## config.mk

```make
export PLATFORM = sky130hd
export DESIGN_NAME = rop_quantizer_backend
export DESIGN_NICKNAME = d
export VERILOG_FILES = /design/src/rtl/rop_pkg.sv /design/src/rtl/rop_tap_capture.sv /design/src/rtl/rop_edge_detect.sv /design/src/rtl/rop_popcount.sv /design/src/rtl/rop_quantizer_backend.sv
export SDC_FILE = /design/constraint.sdc
export NUM_CORES = 1
export LEC_CHECK = 0
export CAP_MARGIN = 20
export CORE_MARGIN = 2
export CORE_UTILIZATION = 45
export CTS_BUF_LIST = sky130_fd_sc_hd__clkbuf_4 sky130_fd_sc_hd__clkbuf_8
export CTS_CLUSTER_SIZE = 14
export DETAILED_ROUTE_END_ITERATION = 8
export DONT_BUFFER_PORTS = 1
export PLACE_DENSITY = 0.6
export SYNTH_ARGS = -nofsm -noshare
export SYNTH_HDL_FRONTEND = slang
export SYNTH_SLANG_ARGS = --single-unit
```

## constraint.sdc

```tcl
create_clock -name clk -period 4.3 [get_ports clk]
set_input_delay 0.86 -clock clk [delete_from_list [all_inputs] [get_ports clk]]
set_output_delay 0.86 -clock clk [all_outputs]
set_load 0.01 [all_outputs]
```

## src/rtl/rop_pkg.sv

```systemverilog
package rop_pkg;

    localparam int DEF_STAGES = 15;

    typedef enum logic [1:0] {
        FILL_EMPTY = 2'd0,
        FILL_ONE   = 2'd1,
        FILL_READY = 2'd2
    } fill_t;

    function automatic int code_width(input int stages);
        return $clog2(stages + 1);
    endfunction

    function automatic fill_t fill_next(input fill_t f);
        case (f)
            FILL_EMPTY: return FILL_ONE;
            FILL_ONE:   return FILL_READY;
            default:    return FILL_READY;
        endcase
    endfunction

endpackage

```

## src/rtl/rop_tap_capture.sv

```systemverilog
module rop_tap_capture
    import rop_pkg::*;
#(
    parameter int N = DEF_STAGES
) (
    input  logic         clk,
    input  logic         rst,
    input  logic [N-1:0] taps_i,
    output logic [N-1:0] cur_o,
    output logic [N-1:0] prev_o,
    output logic         ready_o
);

    fill_t fill;

    always_ff @(posedge clk) begin
        if (rst) begin
            cur_o  <= '0;
            prev_o <= '0;
            fill   <= FILL_EMPTY;
        end else begin
            cur_o  <= taps_i;
            prev_o <= cur_o;
            fill   <= fill_next(fill);
        end
    end

    assign ready_o = (fill == FILL_READY);

    // the older bank always holds the newer bank's prior content
    p_prev_follows_r2: assert property (@(posedge clk) disable iff (rst)
        (fill != FILL_EMPTY) |-> (prev_o == $past(cur_o)));

endmodule

```

## src/rtl/rop_edge_detect.sv

```systemverilog
module rop_edge_detect
    import rop_pkg::*;
#(
    parameter int N = DEF_STAGES
) (
    input  logic [N-1:0] cur_i,
    input  logic [N-1:0] prev_i,
    output logic [N-1:0] flip_o
);

    for (genvar s = 0; s < N; s++) begin : g_stage
        assign flip_o[s] = cur_i[s] ^ prev_i[s];
    end

endmodule

```

## src/rtl/rop_popcount.sv

```systemverilog
module rop_popcount
    import rop_pkg::*;
#(
    parameter int W  = DEF_STAGES,
    parameter int OW = code_width(DEF_STAGES)
) (
    input  logic [W-1:0]  bits_i,
    output logic [OW-1:0] count_o
);

    localparam int GRP   = 4;
    localparam int NGRP  = (W + GRP - 1) / GRP;
    localparam int PAD_W = NGRP * GRP;
    localparam int GW    = 3;

    logic [PAD_W-1:0] padded;
    logic [GW-1:0]    part [NGRP];

    assign padded = {{(PAD_W - W){1'b0}}, bits_i};

    for (genvar g = 0; g < NGRP; g++) begin : g_group
        always_comb begin
            part[g] = '0;
            for (int b = 0; b < GRP; b++) begin
                part[g] = part[g] + GW'(padded[g*GRP + b]);
            end
        end
    end

    always_comb begin
        count_o = '0;
        for (int g = 0; g < NGRP; g++) begin
            count_o = count_o + OW'(part[g]);
        end
    end

endmodule

```

## src/rtl/rop_quantizer_backend.sv

```systemverilog
module rop_quantizer_backend
    import rop_pkg::*;
#(
    parameter int N  = DEF_STAGES,
    localparam int CW = code_width(N)
) (
    input  logic          clk,
    input  logic          rst,
    input  logic [N-1:0]  taps_i,
    output logic [N-1:0]  trans_vec_o,
    output logic [CW-1:0] code_o,
    output logic          ovr_o
);

    logic [N-1:0]  cur_s;
    logic [N-1:0]  prev_s;
    logic          ready_s;
    logic [N-1:0]  flip_s;
    logic [CW-1:0] sum_s;

    rop_tap_capture #(.N(N)) u_capture (
        .clk     (clk),
        .rst     (rst),
        .taps_i  (taps_i),
        .cur_o   (cur_s),
        .prev_o  (prev_s),
        .ready_o (ready_s)
    );

    rop_edge_detect #(.N(N)) u_detect (
        .cur_i  (cur_s),
        .prev_i (prev_s),
        .flip_o (flip_s)
    );

    rop_popcount #(.W(N), .OW(CW)) u_count (
        .bits_i  (flip_s),
        .count_o (sum_s)
    );

    always_ff @(posedge clk) begin
        if (rst || !ready_s) begin
            trans_vec_o <= '0;
            code_o      <= '0;
            ovr_o       <= 1'b0;
        end else begin
            trans_vec_o <= flip_s;
            code_o      <= sum_s;
            ovr_o       <= (sum_s == CW'(N));
        end
    end

    // code never exceeds stage count
    p_code_range_r3: assert property (@(posedge clk) disable iff (rst)
        code_o <= CW'(N));

    // code agrees with the vector it travels with
    p_code_match_r3: assert property (@(posedge clk) disable iff (rst)
        $countones(trans_vec_o) == int'(code_o));

    // flag only with every stage marked
    p_ovr_full_r5: assert property (@(posedge clk) disable iff (rst)
        ovr_o |-> (trans_vec_o == '1));

    // first cycle after reset shows nothing
    p_quiet_after_reset_r1: assert property (@(posedge clk) disable iff (rst)
        $past(rst) |-> (code_o == '0 && trans_vec_o == '0 && !ovr_o));

endmodule

```

---- Word-level counts from Yosys, hierarchy flattened ----
Index checks and enable logic that the tools add are counted.
word-level totals
  input port bits ......................... 17
  output and inout bits ................... 20
  word-level logic and storage cells ...... 41
  flip-flop bits (word level) ............. 52
cells by class
  muxes and demuxes ....................... 1
  reductions and logical operators ........ 3
  add/sub/neg operators ................... 14
  bitwise operators ....................... 15
  equality and inequality tests ........... 2
operators by type and width
  cell                                  number
  adder 3 x 1 -> 3 bit                  7
  bitwise XOR 1 bit                     15
  adder 1 x 1 -> 2 bit                  4
  adder 4 x 3 -> 4 bit                  2
  adder 3 x 3 -> 4 bit                  1
  == test 4 bit, second input constant  1
  == test 2 bit, second input constant  1
  zero test 2 bit                       1
  2-to-1 mux 2 bit                      1
  zero test 1 bit                       1
  logical OR 1 bit                      1

---- Logic depth before layout (Yosys ltp) ----
Gate-level depths: netlist (run 1).
  depth in word-level cells ............... 8
  mapped depth ............................ 12
  depth with buffers taken out ............ 12

---- Modules after synthesis ----
Synthesis (run 1) repeated with hierarchy kept, for this count alone.
second synthesis, totals
  cell total of the unflattened synthesis .. 163
  area, all modules ....................... 1906.8 µm²
by module, submodules not included
  module                 instances  cells each  area an instance (µm²)  seq. area each (µm²)
  rop_tap_capture        1          68          870.8                   640.6
  rop_quantizer_backend  1          44          579.3                   400.4
  rop_popcount           1          36          325.3                   0.0
  rop_edge_detect        1          15          131.4                   0.0

---- Worst setup path after synthesis (run 1) ----
Ideal clock, no wire load.
  path type ............................... reg-to-reg
  start point ............................. reg u_capture.prev_o[4]
  end point ............................... reg ovr_o
  path slack .............................. 0.706 ns
  path buffers ............................ 0
  period minus slack after synthesis ...... 3.594 ns
  library setup time ...................... 0.088 ns
  stages on the path, launching flop included .. 13
  arrival time ............................ 3.507 ns
  required time ........................... 4.212 ns
  cells stage by stage .................... dfxtp_1 > xor2_1 > ha_1 > inv_1 > fa_1 > inv_1 > ha_1 > fa_1 > fa_1 > ha_1 > fa_1 > xnor3_1 > nor4_4
between the ends
  cells in the longest elaborated chain, start to end .. 8
ends and longest elaborated chain
  item                               line                         source
  start, declared                    rop_tap_capture.sv:10        output logic [N-1:0] prev_o,
  start signal, assigned             rop_tap_capture.sv:23        prev_o <= cur_o;
  bitwise XOR 1 bit                  rop_edge_detect.sv:12        assign flip_o[s] = cur_i[s] ^ prev_i[s];
  named net flip_s[4]                rop_quantizer_backend.sv:18  logic [N-1:0] flip_s;
  adder 1 x 1 -> 2 bit               rop_popcount.sv:25           part[g] = part[g] + GW'(padded[g*GRP + b]);
  adder 3 x 1 -> 3 bit (2 in a row)  rop_popcount.sv:25
  adder 3 x 3 -> 4 bit               rop_popcount.sv:33           count_o = count_o + OW'(part[g]);
  adder 4 x 3 -> 4 bit (2 in a row)  rop_popcount.sv:33
  == test 4 bit                      rop_quantizer_backend.sv:49  ovr_o <= (sum_s == CW'(N));
  end signal, assigned               rop_quantizer_backend.sv:49
  end, declared                      rop_quantizer_backend.sv:12  output logic ovr_o
The timed path passes the listed nets, and every way through them passes these cells.
A chain may end at the register's enable or synchronous reset.

---- Worst setup path after layout (run 1) ----
Same ends and word-level chain as after synthesis.

==> metrics.yaml, run 1 <==
synth:
  syn_area_per_cell_um2: 11.8
  yosysTopAreaCellShare_pct: 53.6
  synth_edf_count: 0
  synth_seq_cells: 52
  ys_seq_area_share_pct: 53.6
  synth.most_common_cell: "dfxtp_1"
  synth-xor-area-share_pct: 7.92
  synth_top_flop_cell: "dfxtp_1"
  synthAdderAreaFrac_pct: 17.4
  yosys.area_share.simple_pct: 16.7
  synth_nets: 203
  synthTopCellsByArea: "dfxtp_1 54%, nor2b_1 11%, fa_1 10%"
  synthMuxAreaShare_pct: 0
  async_reset_ff_share_pct: 0
  synth_area_leader_cell: "dfxtp_1"
  yosysWarnings: 0
  syn_area_um2: 1940
  synth_common_cells: "52 x dfxtp_1, 35 x nor2b_1, 16 x inv_1"
  synth_top_family_by_area: "adder cells"
  syn_inst: 165
  synth-compound-area-share_pct: 0
  netlist-cell-type-count: 16
drt:
  via_per_inst: 4.46
  wl_per_cell_um: 11.1
  wl_mm: 2.42
  drt_drc_violations_left: 0
  dr.pass1.iters: 4
  ant_nets: 0
  vias: 972
  dr.first_iter.drc_count: 27
worst_setup_path:
  worstPathRequired_ps: 4510
  cp_common_cell: "fa_1"
  critPathTopFamily: "adder cells"
  path_buf_inv: 2
  cp.arrival_ps: 3970
  critPathKind: "flip-flop to flip-flop"
  crit_slowest_cell: "fa_1"
  start_kind: "flip-flop"
  path_cells: "xor2_1, ha_1, inv_1, fa_1, inv_1, ha_1, fa_1, fa_1, ha_1, fa_1, xnor3_1, nor4_4"
  crit_path_max_incr_delay_ps: 500
  cp_max_fo: 2
  worstSetupEndpointType: "flip-flop"
final_layout:
  n_antenna_cell: 0
  multiInputGateArea_um2: 816
  register_area_um2: 1040
  drive_above_1_share_pct: 5.95
  syn2layout_area_growth_pct: 6.89
  fillers: 382
  num-nets-final: 205
clock_network:
  root_buffer: "clkbuf_8"
  postCtsHoldBufs: 0
  clk_path_buf_depth: 2
  postCtsSetupBuffers: 0
  cts_sinks: 52
  clk_latency_ps: 290
  cts_resized: 0
  cts.clk_slew.worst_paths_ps: 80
  numCtsBuffers: 5
  cts_tree: "done"
  ctsHtreeMaxLevel: 2
floorplanning:
  rows: 23
  fp.dieW_um: 69.7
  die_area_um2: 4860
  start_util_pct: 47.6
  core_um2: 4090
  ios: 37
  die_h_um: 69.7
grt:
  grt_max_degree: 34
  grt_pass1_vias: 1008
  antenna_found_initial: 0
  overflow: 0
  grt_pass1_wl_mm: 4.34
  grtUsageTotal_pct: 11.5
sta:
  worst_pin_slew_ps: 356
  fin_crit_sh_pct: 87.5
  drv_slew: 0
  final_hold_viol_count: 0
  setup-tns-final_ps: 0
  fin_crit_ps: 3760
  relSlewSlack_pct: 76.1
  skew_ps: 6.17
  rsz0062_at_grt: "no"
  fmax_mhz: 266
  finalSetupViolations: 0
  hold_slack_ps: 443
power:
  ir_worst_vdd_mv: 0.202
  leakage_nw: 0.936
  power.density_nw_per_um2: 497
worst_hold_path:
  hp-class: "flip-flop to flip-flop"
run_status:
  status: "completed"
place:
  gp_congestion: 0.765
  port_buffers: 0
run:
  cap_violations: 0
layout by cell type (no fill, tap or decap):
cell type and n:
dfxtp_1 52, nor2b_1 35, inv_1 16, nor2_1 15
ha_1 11, fa_1 10, xnor2_1 9, xor2_1 6
clkbuf_8 6, clkbuf_4 2, or3b_4 1, xnor3_1 1
nand2_1 1, nor4_4 1, nor3_1 1, and2b_1 1
registers in the layout, indices dropped and copies added (netlist names):
signal	flops
code_o	4
ovr_o	1
trans_vec_o	15
u_capture.cur_o	15
u_capture.fill	2
u_capture.prev_o	15
cells by family after synthesis:
logic type	after synthesis
XOR/XNOR	16
buffers and inverters	21
adder cells (fa/ha/maj)	21
flip-flops	52
AND/OR/NAND/NOR	55
worst reg2reg max path: stages (launching register included):
cell and delay, ps:
dfxtp_1 310, xor2_1 170, ha_1 290, inv_1 50, fa_1 380, inv_1 60, ha_1 220, fa_1 470
fa_1 500, ha_1 220, fa_1 370, xnor3_1 430, nor4_4 210
final cells by class:
cell class | count | share of cell area (%)
well taps | 50 | 3.01
multi-input cells | 92 | 39.3
flip-flops and latches | 52 | 50.1
inverters | 16 | 2.89
clock buffers | 8 | 4.70
worst paths after layout:
kind | start | to | slack [ps] | cells after the start
min reg2reg | u_capture.fill[1] | u_capture.fill[0] | 440 | 1
min | u_capture.fill[1] | u_capture.fill[0] | 440 | 1
max reg2reg | u_capture.prev_o[4] | ovr_o | 540 | 12
max | u_capture.prev_o[4] | ovr_o | 540 | 12
where the power goes:
group,leakage [nW],internal (mW),switching (mW)
sequential,0.427,0.505,0.0150
clock,0.0523,0.144,0.135
combinational,0.457,0.103,0.131
total,0.936,0.752,0.280
metrics by stage:
stage | util (%) | cells | power, mW | worst slack (ps) | cell area [µm²]
4_1_cts | 50.8 | 218 | 1.05 | 512 | 2080
5_1_grt | 50.8 | 218 | 1.11 | 383 | 2080
3_5_place_dp | 48.4 | 210 | 0.769 | 536 | 1980
2_1_floorplan | - | 165 | 0.730 | 706 | 1940
3_3_place_gp | 48.4 | 210 | 0.761 | 630 | 1980
6_report | 50.8 | 218 | 1.03 | 538 | 2080
metal layers:
metal,wire [µm],vias up,global-route usage [%]
li1,-,497,-
met1,1020,446,13.2
met2,1190,23,18.3
met3,134,6,4.07
met4,73,0,7.05
met5,0,-,0
Note: power is estimated with default switching activity, not from simulation.
==> run 2: changes to the inputs <==
--- a/config.mk
+++ b/config.mk
@@ -6,6 +6,7 @@
 export NUM_CORES = 1
 export LEC_CHECK = 0
 export CAP_MARGIN = 20
+export CORE_ASPECT_RATIO = 1.25
 export CORE_MARGIN = 2
 export CORE_UTILIZATION = 45
 export CTS_BUF_LIST = sky130_fd_sc_hd__clkbuf_4 sky130_fd_sc_hd__clkbuf_8
==> metrics.yaml, run 2 (same netlist as run 1, synthesis figures left out) <==
power:
  ir_worst_vdd_mv: 0.196  # -3.3%
  leakage_nw: 0.920  # -1.8%
  power.density_nw_per_um2: 483  # -2.8%
floorplanning:
  die_area_um2: 4860  # about the same
  die_h_um: 77.5  # +11%
  fp.dieW_um: 62.8  # -9.9%
  ios: 37  # unchanged
  rows: 26  # +13%
  core_um2: 4130  # +1.1%
  start_util_pct: 47.0  # -0.52 points
sta:
  relSlewSlack_pct: 76.4  # +0.29 points
  skew_ps: 5.18  # -0.990 ps
  fin_crit_sh_pct: 87.1  # -0.43 points
  final_hold_viol_count: 0  # unchanged
  fmax_mhz: 267  # +0.50%
  finalSetupViolations: 0  # unchanged
  setup-tns-final_ps: 0  # unchanged
  rsz0062_at_grt: "no"
  drv_slew: 0  # unchanged
  worst_pin_slew_ps: 352  # -4.34 ps
  fin_crit_ps: 3740  # -18.6 ps
  hold_slack_ps: 436  # -6.97 ps
  fin_ws_ps: 556  # +18.6 ps
final_layout:
  n_antenna_cell: 0  # unchanged
  fillers: 391  # +2.4%
  num-nets-final: 205  # unchanged
  final_cell_mix: "52 x dfxtp_1, 35 x nor2b_1, 16 x inv_1, 15 x nor2_1, 11 x ha_1"
  final_util_pct: 49.8  # -1.1 points
  layout_commonest_cell: "dfxtp_1"
  drive_above_1_share_pct: 4.24  # -1.7 points
  syn2layout_area_growth_pct: 5.80
  stdcell_count: 221  # +1.4%
  top_regs: "trans_vec_o: 15 flops, u_capture.cur_o: 15 flops, u_capture.prev_o: 15 flops"
grt:
  grtUsageTotal_pct: 11.8  # +0.29 points
  grt_pass1_vias: 988  # -2.0%
  antenna_found_initial: 0  # unchanged
  overflow: 0  # unchanged
  grt_pass1_wl_mm: 4.28  # -1.4%
  grt_max_degree: 34  # unchanged
worst_setup_path:
  cp.arrival_ps: 3950  # -20 ps
  cp_max_fo: 2  # unchanged
  critPathKind: "flip-flop to flip-flop"
  r2r_start: "u_capture.prev_o[4]"
  worstSetupEndpointType: "flip-flop"
  worstPathRequired_ps: 4510  # about the same
  start_kind: "flip-flop"
  r2r-end: "ovr_o"
  ff2ff_setup_slack_ps: 560  # +20 ps
  crit_end: "ovr_o"
  ff2ff_path_depth: 12  # unchanged
  cp-startpoint: "u_capture.prev_o[4]"
clock_network:
  clk_path_buf_depth: 2  # unchanged
  cts_resized: 0  # unchanged
  cts_sinks: 52  # unchanged
  root_buffer: "clkbuf_8"
  postCtsSetupBuffers: 0  # unchanged
  numCtsBuffers: 5  # unchanged
  cts.clk_slew.worst_paths_ps: 80  # about the same
  ctsHtreeMaxLevel: 2  # unchanged
  cts_tree: "done"
  clk_latency_ps: 290  # about the same
  postCtsHoldBufs: 0  # unchanged
drt:
  dr.first_iter.drc_count: 45  # +67%
  drt_drc_violations_left: 0  # unchanged
  dr.pass1.iters: 2  # -2
  ant_nets: 0  # unchanged
  vias: 975  # +0.31%
  wl_per_cell_um: 11.7  # +5.3%
  via_per_inst: 4.41  # -1.1%
  wl_mm: 2.58  # +6.7%
worst_hold_path:
  holdPathStages: 1  # unchanged
  hp-class: "flip-flop to flip-flop"
place:
  place_ws_ps: 550  # +13.8 ps
  dp_cells: 216  # +2.9%
  port_buffers: 0  # unchanged
  place_hpwl_mm: 1.93
  gp_congestion: 0.716  # -6.4%
run:
  cap_violations: 0  # unchanged
run_status:
  status: "completed"
-- run 2: how the worst min path moves through the flow --
stage / slack (ps) / to / from
2_1_floorplan: 410 / u_capture.fill[0] / u_capture.fill[1]
3_3_place_gp: 420 / u_capture.fill[0] / u_capture.fill[1]
3_5_place_dp: 430 / u_capture.fill[0] / u_capture.fill[1]
4_1_cts: 440 / u_capture.fill[0] / u_capture.fill[1]
5_1_grt: 460 / u_capture.fill[0] / u_capture.fill[1]
6_report: 440 / u_capture.fill[0] / u_capture.fill[1]
-- run 2: where the power goes --
group	internal [mW]	total, mW	switching (mW)
Combinational	0.103	0.233	0.130
Sequential	0.505	0.520	0.0152
Clock	0.105	0.240	0.135
-- run 2: final cells by class --
type,instances,area [µm²],area share [%]
Clock buffer,5,68.8,3.35
Sequential cell,52,1040,50.6
Tap cell,56,70.1,3.41
Inverter,16,60.1,2.92
Multi-Input combinational cell,92,816,39.7
-- run 2: worst max-delay path: stages, from the launching register on --
cell and delay [ps]:
dfxtp_1 310, xor2_1 170, ha_1 280, inv_1 50, fa_1 400, inv_1 60
ha_1 230, fa_1 460, fa_1 490, ha_1 220, fa_1 360, xnor3_1 430
nor4_4 210
-- run 2: stage by stage --
stage | total power, mW | cell area (µm²)
after floorplan | 0.730 | 1940
after global routing | 1.06 | 2060
after CTS | 1.01 | 2060
after global placement | 0.757 | 1990
after detailed placement | 0.768 | 1990
final | 0.993 | 2060
-- run 2: routing by layer --
metal / vias to the layer above / GRT usage [%] / share of wire (%) / wire length [µm]
li1: 489 / - / - / -
met1: 449 / 12.6 / 43 / 1120
met2: 30 / 19.1 / 48 / 1250
met3: 7 / 4.49 / 5.2 / 134
met4: 0 / 8.00 / 3.1 / 80
met5: - / 0 / 0 / 0
